`config.mk`:
```
export PLATFORM = sky130hd
export DESIGN_NAME = opt_ctrl
export DESIGN_NICKNAME = d
export VERILOG_FILES = /design/src/rtl/opt_ctrl_pkg.sv /design/src/rtl/opt_key_fsm.sv /design/src/rtl/opt_commit_timer.sv /design/src/rtl/opt_ctrl.sv
export SDC_FILE = /design/constraint.sdc
export NUM_CORES = 1
export LEC_CHECK = 0
export BUFFER_PORTS_ARGS = -buffer_cell sky130_fd_sc_hd__buf_2
export CORE_MARGIN = 3
export CORE_UTILIZATION = 45
export CTS_BUF_LIST = sky130_fd_sc_hd__clkbuf_16
export DETAILED_ROUTE_END_ITERATION = 10
export GPL_ROUTABILITY_DRIVEN = 0
export PLACE_DENSITY = 0.7
export SLEW_MARGIN = 20
export SYNTH_ARGS = -nofsm -noshare
export SYNTH_HDL_FRONTEND = slang
export SYNTH_HIERARCHICAL = 1
export SYNTH_SLANG_ARGS = --single-unit
```
`constraint.sdc`:
```
create_clock -name clk_i -period 5.85 [get_ports clk_i]
set_input_delay 0.2925 -clock clk_i [delete_from_list [all_inputs] [get_ports clk_i]]
set_output_delay 0.2925 -clock clk_i [all_outputs]
set_load 0.01 [all_outputs]
```
`src/rtl/opt_ctrl_pkg.sv`:
```
package opt_ctrl_pkg;
  localparam logic [31:0] OPT_KEY_A = 32'h0819_2A3B;
  localparam logic [31:0] OPT_KEY_B = 32'h4C5D_6E7F;
  localparam logic [7:0]  USER_MASK = 8'hEC;
  localparam logic [7:0]  RDP_OPEN  = 8'hAA;
  localparam int LOCK_BIT  = 0;
  localparam int START_BIT = 1;
  localparam int RDP_LSB   = 8;
  localparam int WP_LSB    = 16;
  localparam int BUSY_BIT  = 16;
  localparam logic [1:0] A_KEY   = 2'd0;
  localparam logic [1:0] A_CTRL  = 2'd1;
  localparam logic [1:0] A_CTRL2 = 2'd2;
  localparam logic [1:0] A_STAT  = 2'd3;
  typedef enum logic [1:0] {KS_LOCKED, KS_HALF, KS_OPEN, KS_DEAD} key_st_e;
endpackage

```
`src/rtl/opt_key_fsm.sv`:
```
module opt_key_fsm
  import opt_ctrl_pkg::*;
(
  input  logic        clk_i,
  input  logic        rst_ni,
  input  logic        key_we_i,
  input  logic [31:0] key_i,
  input  logic        relock_i,
  output logic        locked_o,
  output logic        dead_o
);
  key_st_e st_q, st_d;

  always_comb begin
    st_d = st_q;
    unique case (st_q)
      KS_LOCKED: if (key_we_i) st_d = (key_i == OPT_KEY_A) ? KS_HALF : KS_DEAD;
      KS_HALF:   if (key_we_i) st_d = (key_i == OPT_KEY_B) ? KS_OPEN : KS_DEAD;
      KS_OPEN:   if (relock_i) st_d = KS_LOCKED;
      KS_DEAD:   st_d = KS_DEAD;
      default:   st_d = KS_DEAD;
    endcase
  end

  always_ff @(posedge clk_i or negedge rst_ni)
    if (!rst_ni) st_q <= KS_LOCKED;
    else         st_q <= st_d;

  assign locked_o = (st_q != KS_OPEN);
  assign dead_o   = (st_q == KS_DEAD);
endmodule

```
`src/rtl/opt_commit_timer.sv`:
```
module opt_commit_timer #(
  parameter int CYCLES = 8
) (
  input  logic clk_i,
  input  logic rst_ni,
  input  logic start_i,
  output logic busy_o,
  output logic done_o
);
  localparam int CW = (CYCLES > 1) ? $clog2(CYCLES) : 1;
  localparam logic [CW-1:0] LOAD = CW'(CYCLES - 1);

  logic [CW-1:0] cnt_q;
  logic          busy_q;

  always_ff @(posedge clk_i or negedge rst_ni) begin
    if (!rst_ni) begin
      busy_q <= 1'b0;
      cnt_q  <= '0;
    end else if (!busy_q) begin
      if (start_i) begin
        busy_q <= 1'b1;
        cnt_q  <= LOAD;
      end
    end else if (cnt_q == '0) begin
      busy_q <= 1'b0;
    end else begin
      cnt_q <= cnt_q - 1'b1;
    end
  end

  assign busy_o = busy_q;
  assign done_o = busy_q && (cnt_q == '0);
endmodule

```
`src/rtl/opt_ctrl.sv`:
```
module opt_ctrl
  import opt_ctrl_pkg::*;
#(
  parameter int SECT_PER_REG  = 12,
  parameter bit DUAL_BANK     = 1'b1,
  parameter int COMMIT_CYCLES = 8,
  localparam int NSEC         = DUAL_BANK ? 2 * SECT_PER_REG : SECT_PER_REG
) (
  input  logic            clk_i,
  input  logic            rst_ni,
  input  logic            bus_we_i,
  input  logic [1:0]      bus_addr_i,
  input  logic [31:0]     bus_wdata_i,
  output logic [31:0]     bus_rdata_o,
  output logic            busy_o,
  output logic [NSEC-1:0] sect_wp_n_o,
  output logic            rdp_active_o,
  output logic [7:0]      user_opt_o
);
  localparam int WP_MSB = WP_LSB + SECT_PER_REG - 1;

  logic locked, key_dead, busy, done;
  logic ctrl_wr, ctrl2_wr, relock, start;

  logic [7:0]      stg_user, nv_user;
  logic [7:0]      stg_rdp, nv_rdp;
  logic [NSEC-1:0] stg_wp, nv_wp;

  assign ctrl_wr  = bus_we_i && (bus_addr_i == A_CTRL) && !locked && !busy;
  assign ctrl2_wr = DUAL_BANK && bus_we_i && (bus_addr_i == A_CTRL2) && !locked && !busy;
  assign relock   = ctrl_wr && bus_wdata_i[LOCK_BIT];
  assign start    = ctrl_wr && bus_wdata_i[START_BIT] && !bus_wdata_i[LOCK_BIT];

  opt_key_fsm u_key (
    .clk_i    (clk_i),
    .rst_ni   (rst_ni),
    .key_we_i (bus_we_i && (bus_addr_i == A_KEY)),
    .key_i    (bus_wdata_i),
    .relock_i (relock),
    .locked_o (locked),
    .dead_o   (key_dead)
  );

  opt_commit_timer #(.CYCLES(COMMIT_CYCLES)) u_tmr (
    .clk_i   (clk_i),
    .rst_ni  (rst_ni),
    .start_i (start),
    .busy_o  (busy),
    .done_o  (done)
  );

  // staging set
  always_ff @(posedge clk_i or negedge rst_ni) begin
    if (!rst_ni) begin
      stg_user <= USER_MASK;
      stg_rdp  <= RDP_OPEN;
      stg_wp   <= '1;
    end else begin
      if (ctrl_wr) begin
        stg_user                 <= bus_wdata_i[7:0] & USER_MASK;
        stg_rdp                  <= bus_wdata_i[RDP_LSB +: 8];
        stg_wp[SECT_PER_REG-1:0] <= bus_wdata_i[WP_MSB:WP_LSB];
      end
      if (ctrl2_wr)
        stg_wp[NSEC-1 -: SECT_PER_REG] <= bus_wdata_i[WP_MSB:WP_LSB];
    end
  end

  // committed set, reloaded with defaults on reset
  always_ff @(posedge clk_i or negedge rst_ni) begin
    if (!rst_ni) begin
      nv_user <= USER_MASK;
      nv_rdp  <= RDP_OPEN;
      nv_wp   <= '1;
    end else if (done) begin
      nv_user <= stg_user;
      nv_rdp  <= stg_rdp;
      nv_wp   <= stg_wp;
    end
  end

  logic [31:0] ctrl2_rd;
  generate
    if (DUAL_BANK) begin : g_dual
      always_comb begin
        ctrl2_rd = '0;
        ctrl2_rd[WP_MSB:WP_LSB] = stg_wp[NSEC-1 -: SECT_PER_REG];
      end
    end else begin : g_single
      assign ctrl2_rd = '0;
    end
  endgenerate

  always_comb begin
    bus_rdata_o = '0;
    unique case (bus_addr_i)
      A_CTRL: begin
        bus_rdata_o[7:0]           = stg_user;
        bus_rdata_o[LOCK_BIT]      = locked;
        bus_rdata_o[START_BIT]     = busy;
        bus_rdata_o[RDP_LSB +: 8]  = stg_rdp;
        bus_rdata_o[WP_MSB:WP_LSB] = stg_wp[SECT_PER_REG-1:0];
      end
      A_CTRL2: bus_rdata_o = ctrl2_rd;
      A_STAT:  bus_rdata_o[BUSY_BIT] = busy;
      default: bus_rdata_o = '0;
    endcase
  end

  assign busy_o       = busy;
  assign sect_wp_n_o  = nv_wp;
  assign rdp_active_o = (nv_rdp != RDP_OPEN);
  assign user_opt_o   = nv_user;
endmodule

```
==> key figures, run 1 <==
Run status
  • Status: completed

Timing
  • Hold violation count in the final report: 0
  • Hold WS: 113 ps
  • Post-layout minimum cycle time: 2900 ps
  • RSZ-0062 raised after global routing: false
  • Slew HR: 0.351
  • FMAX: 345 MHz
  • Final setup viols: 0
  • Final slew viol count: 0
  • Fraction of the cycle the final worst path needs: 0.495
  • TNS Setup: 0 ps
  • Clk_skew: 11.3 ps
  • Worst slew pin tran: 974 ps

Detailed routing
  • Number of remaining DRC errors: 0
  • Routed via count: 2,465
  • Post-route antenna net violation count: 0
  • Post-DR vias/cell: 5.22
  • Drt first pass iters: 4
  • Iteration-0 DRC Markers: 149
  • Post-Route WL: 8190 um
  • Routed len/inst: 17.4 um

Final layout
  • Design area: 4580 um2
  • Layout cells sized above 1: 0.700
  • Nets@finish: 406
  • Area grow syn2layout: 19.5%
  • FILL cells: 727
  • ANT cells: 0
  • Footprint of the multi-input gates: 1580 um2
  • Storage element area: 2080 um2

Synth
  • Syn Inst Count: 269
  • Synth Cell Area: 3840 um2
  • Syn_area_per_cell: 14.3 um2
  • Synth Warn #: 6

Power and ir drop
  • Final Power: 0.00211 W
  • P_leak: 2.12 nW
  • Pwr per Cell Area: 461 nW/um2
  • Peak VDD IR: 0.254 mV

Floorplan
  • FP Rows: 33
  • Core region area: 8260 um2
  • Initial core utilization: 0.465
  • Top Ports: 103
  • Die footprint: 9670 um2
  • Die X: 98.3 um
  • Die height: 98.3 um

CTS
  • Clock Latency Late Sink: 340 ps
  • CTS tree: yes
  • Clk root buf: clkbuf_16
  • CTS Hold Bufs: 0
  • Num CTS Buffers: 9
  • CTS Buffer Depth: 2
  • H-tree depth: 3
  • CTS Sinks: 80
  • Post-CTS Resized: 0
  • Reg clk slew, reported paths: 60 ps
  • Buffers inserted by post-CTS timing repair: 0

Worst setup path
  • R2r setup slk: 3310 ps
  • Critical Path Sink Type: register
  • FF-to-FF Start: u_key/st_q[0]
  • Largest fanout on the critical path: 28
  • Worst Setup Path Type: primary input to register
  • Startpoint class of the critical path: primary input
  • Arrival @ worst endpoint: 3100 ps
  • Worst Path Required: 6050 ps
  • Critical Path Start: bus_addr_i[1]

Global route
  • Vias in the first global route: 2,479
  • Global-route wire length before repair: 13,400 um
  • Total global-route track usage: 0.177
  • Initial antenna violation count: 0
  • Global route total overflow: 0
  • Largest net degree at the start of global routing: 81

Worst hold path
  • Worst hold path type: primary input to async pin

Place
  • Post-placement cell area: 4310 um2
  • Port Buf Inserts: 94
  • HPWL after DPL: 5880 um

Run
  • Max Cap Viol: 0
-- final timing paths --
path / end / depth (start not counted)
max: u_key/st_q[1] / 10
max in group asynchronous: u_key/st_q[0] / 1
min in group clk_i: stg_rdp[5] / 2
min: u_key/st_q[1] / 1
max reg2reg: u_key/st_q[1] / 8
min reg2reg: nv_rdp[4] / 1
-- routing by layer --
layer,share of wire,GRT usage
met1,0.45,0.254
met2,0.46,0.258
met3,0.076,0.0486
met4,0.014,0.0651
met5,0,0
-- cell usage in the layout, fill, tap and decap left out, types with 4 or more instances in the layout --
cell and instances:
a22oi_1 11, and2_1 17, buf_2 93, clkbuf_16 9, conb_1 8, dfrtp_1 14
dfstp_2 66, ha_1 7, inv_1 8, mux2_2 56, mux2_4 18, nor2b_1 11
nor4bb_1 4
-- flip-flops by register name, summed over array words and instances (netlist names) --
signal,cells
sect_wp_n_o,24
stg_wp,24
stg_rdp,8
nv_rdp,8
stg_user,5
u_tmr/cnt_q,3
user_opt_o,5
u_tmr/busy_o,1
u_key/st_q,2
-- power breakdown --
group          total [W]  internal [W]  switching, W  leakage, nW
registers        0.00107      0.000905      0.000167        0.855
clock network   0.000511      0.000286      0.000225        0.131
logic           0.000532      0.000318      0.000214         1.14
-- critical path, stage by stage --
cell	delay, ps
buf_2	110
inv_1	90
ha_1	780
nor4bb_4	740
buf_4	340
and2_1	150
inv_1	40
or3_2	390
o21ai_0	80
a31oi_1	60
-- stage by stage --
| step | instances | util | setup WS [ps] |
|---|---|---|---|
| after detailed placement | 456 | 0.522 | 2560 |
| after global routing | 472 | 0.555 | 2670 |
| after global placement | 456 | 0.522 | 2680 |
| after CTS | 472 | 0.555 | 2930 |
| final | 472 | 0.555 | 2950 |
| after floorplan | 276 | - | 3890 |
-- area by class of cell --
| cell class | count | share of cell area |
|---|---|---|
| sequential | 80 | 0.455 |
| multi-input combinational | 167 | 0.344 |
| timing repair buffer | 96 | 0.106 |
| clock buffer | 9 | 0.0491 |
| tap | 105 | 0.0287 |
| clock inverter | 7 | 0.0101 |
| inverter | 8 | 0.00655 |
Note: power is estimated with default switching activity, not from simulation.
==> inputs of run 2 (changes only) <==
==> constraint.sdc (replaced) <==
create_clock -name clk_i -period 2.8 [get_ports clk_i]
set_input_delay 0.14 -clock clk_i [delete_from_list [all_inputs] [get_ports clk_i]]
set_output_delay 0.14 -clock clk_i [all_outputs]
set_load 0.01 [all_outputs]
==> run 2 against run 1 <==
Effect of this change:
- the run now ends with hold timing left
- register-to-register slack worse by 2600 ps
- power is 110% higher
- combinational power is 110% higher
- die area stayed put
- wire length is 2.0% higher
- cell count is 0.42% higher
- via count is 0.32% higher
- final area is 1.0% higher
- critical path depth is 4 lower
- clock skew is 6.8 ps lower
- sequential power is 110% higher
- critical endpoint unchanged
- largest cell class unchanged
==> key figures, run 2 (synthesis gave the netlist of run 1 again) <==
Run status
  • Status: finished with violations
  • Failing checks: hold timing

CTS
  • CTS tree: yes
  • CTS Buffer Depth: 2
  • H-tree depth: 3
  • CTS Hold Bufs: 0
  • Num CTS Buffers: 9
  • Post-CTS Resized: 0
  • Reg clk slew, reported paths: 60 ps
  • Clk root buf: clkbuf_16
  • Clock Latency Late Sink: 330 ps
  • Buffers inserted by post-CTS timing repair: 0
  • CTS Sinks: 80

Timing
  • Slew HR: 0.332
  • Final setup viols: 0
  • Post-layout minimum cycle time: 2090 ps
  • TNS Setup: 0 ps
  • Final worst slack: 713 ps
  • Final slew viol count: 0
  • RSZ-0062 raised after global routing: false
  • Hold violation count in the final report: 9
  • Worst slew pin tran: 1000 ps
  • Clk_skew: 4.55 ps
  • FMAX: 479 MHz
  • Hold WS: -42.1 ps
  • Fraction of the cycle the final worst path needs: 0.745

Detailed routing
  • Routed len/inst: 17.6 um
  • Routed via count: 2,473
  • Post-route antenna net violation count: 0
  • Number of remaining DRC errors: 0
  • Drt first pass iters: 5
  • Iteration-0 DRC Markers: 85
  • Post-DR vias/cell: 5.22
  • Post-Route WL: 8360 um

Worst setup path
  • Cell Chain, Critical Path: nand2b_1 > nor4bb_4 > and2_1 > inv_1 > a2111oi_0 > a31oi_1
  • Critical path's top delay family: compound AO/OA/AOI/OAI gates
  • Worst Path Required: 2980 ps
  • Critical Path Sink Type: register
  • Slowest Stage Delay on Critical Path: 640 ps
  • Startpoint class of the critical path: register
  • CP max-delay cell: a2111oi_0
  • CP bufs+invs: 1
  • Worst Setup Path Type: register to register
  • Largest fanout on the critical path: 5
  • Arrival @ worst endpoint: 2260 ps

Power and ir drop
  • Clock power frac: 0.252
  • Sw Pwr: 0.00123 W
  • Combinational share of power: 0.250
  • Pwr per Cell Area: 965 nW/um2
  • Flop pwr share: 0.498
  • Net Sw Frac: 0.275
  • Peak VDD IR: 0.485 mV
  • Internal power: 0.00324 W
  • P_leak: 2.15 nW

Place
  • Placed cells: 458
  • HPWL after DPL: 5730 um
  • Dpl ws: 778 ps
  • Port Buf Inserts: 94
  • Post-placement cell area: 4340 um2

Global route
  • Initial antenna violation count: 0
  • Vias in the first global route: 2,571
  • Largest net degree at the start of global routing: 81
  • Global route total overflow: 0
  • Global-route wire length before repair: 13,400 um
  • Total global-route track usage: 0.175

Final layout
  • Final Non-Filler Cells: 474
  • Commonest non-fill, non-tap cell in the layout: buf_2
  • Design area: 4630 um2
  • Nets@finish: 408
  • Layout cells sized above 1: 0.699
  • FILL cells: 706
  • Area grow syn2layout: 20.7%
  • ANT cells: 0
  • Most frequent cells in the layout: buf_2, dfstp_2, mux2_2

Run
  • Max Cap Viol: 0

Floorplan
  • Die X: 98.3 um
  • Die footprint: 9670 um2
  • Initial core utilization: 0.465
  • Top Ports: 103
  • Core region area: 8260 um2
  • Die height: 98.3 um
  • FP Rows: 33

Worst hold path
  • Worst hold path type: primary input to async pin
-- run 2: cell count changes in the layout (fill, tap and decap cells not counted) --
cell / previous run / this run
buf_12: 0 / 1
buf_4: 3 / 4
bufinv_16: 0 / 1
clkinv_1: 2 / 1
clkinv_2: 1 / 0
clkinv_4: 2 / 1
clkinvlp_4: 1 / 2
inv_1: 8 / 10
inv_6: 1 / 0
-- run 2: per-stage QoR --
stage / util / total power [W] / hold WS [ps]
after floorplan: - / 0.00295 / -156
after global placement: 0.526 / 0.00332 / 356
after detailed placement: 0.526 / 0.00337 / 366
after CTS: 0.561 / 0.00452 / 17.1
after global routing: 0.561 / 0.00472 / 50.9
final: 0.561 / 0.00447 / -42.1
-- run 2: metal layers --
metal	share of wire	wire length, um	global-route usage	vias up
met5	0	0	0	-
met4	0.013	105	0.0630	0
li1	-	-	-	1131
met2	0.47	3900	0.269	79
met1	0.46	3860	0.246	1253
met3	0.059	495	0.0379	10
-- run 2: area by class of cell --
class                      instances  area [um2]  share of cell area
clock inverter                     7        65.1              0.0141
tap                              105         131              0.0284
clock buffer                       9         225              0.0486
multi-input combinational        167        1580               0.341
sequential                        80        2080               0.450
inverter                           8        30.0             0.00648
timing repair buffer              98         515               0.111
-- run 2: final timing paths --
check	start	slack [ps]	cells past startpoint	end
max	u_key/st_q[0]	710	6	u_key/st_q[1]
min	rst_ni	-40	1	u_tmr/cnt_q[2]
max reg2reg	u_key/st_q[0]	710	6	u_key/st_q[1]
min reg2reg	nv_rdp[4]	510	1	nv_rdp[4]
max in group asynchronous	rst_ni	2180	1	u_tmr/busy_o
min in group clk_i	bus_wdata_i[13]	70	2	stg_rdp[5]
-- run 2: power groups by stage --
stage / logic [W] / clock network, W / registers (W)
after floorplan: 0.000742 / 0 / 0.00220
after global placement: 0.00110 / 0 / 0.00222
after detailed placement: 0.00113 / 0 / 0.00224
after CTS: 0.00114 / 0.00116 / 0.00223
after global routing: 0.00122 / 0.00120 / 0.00230
final: 0.00112 / 0.00113 / 0.00222
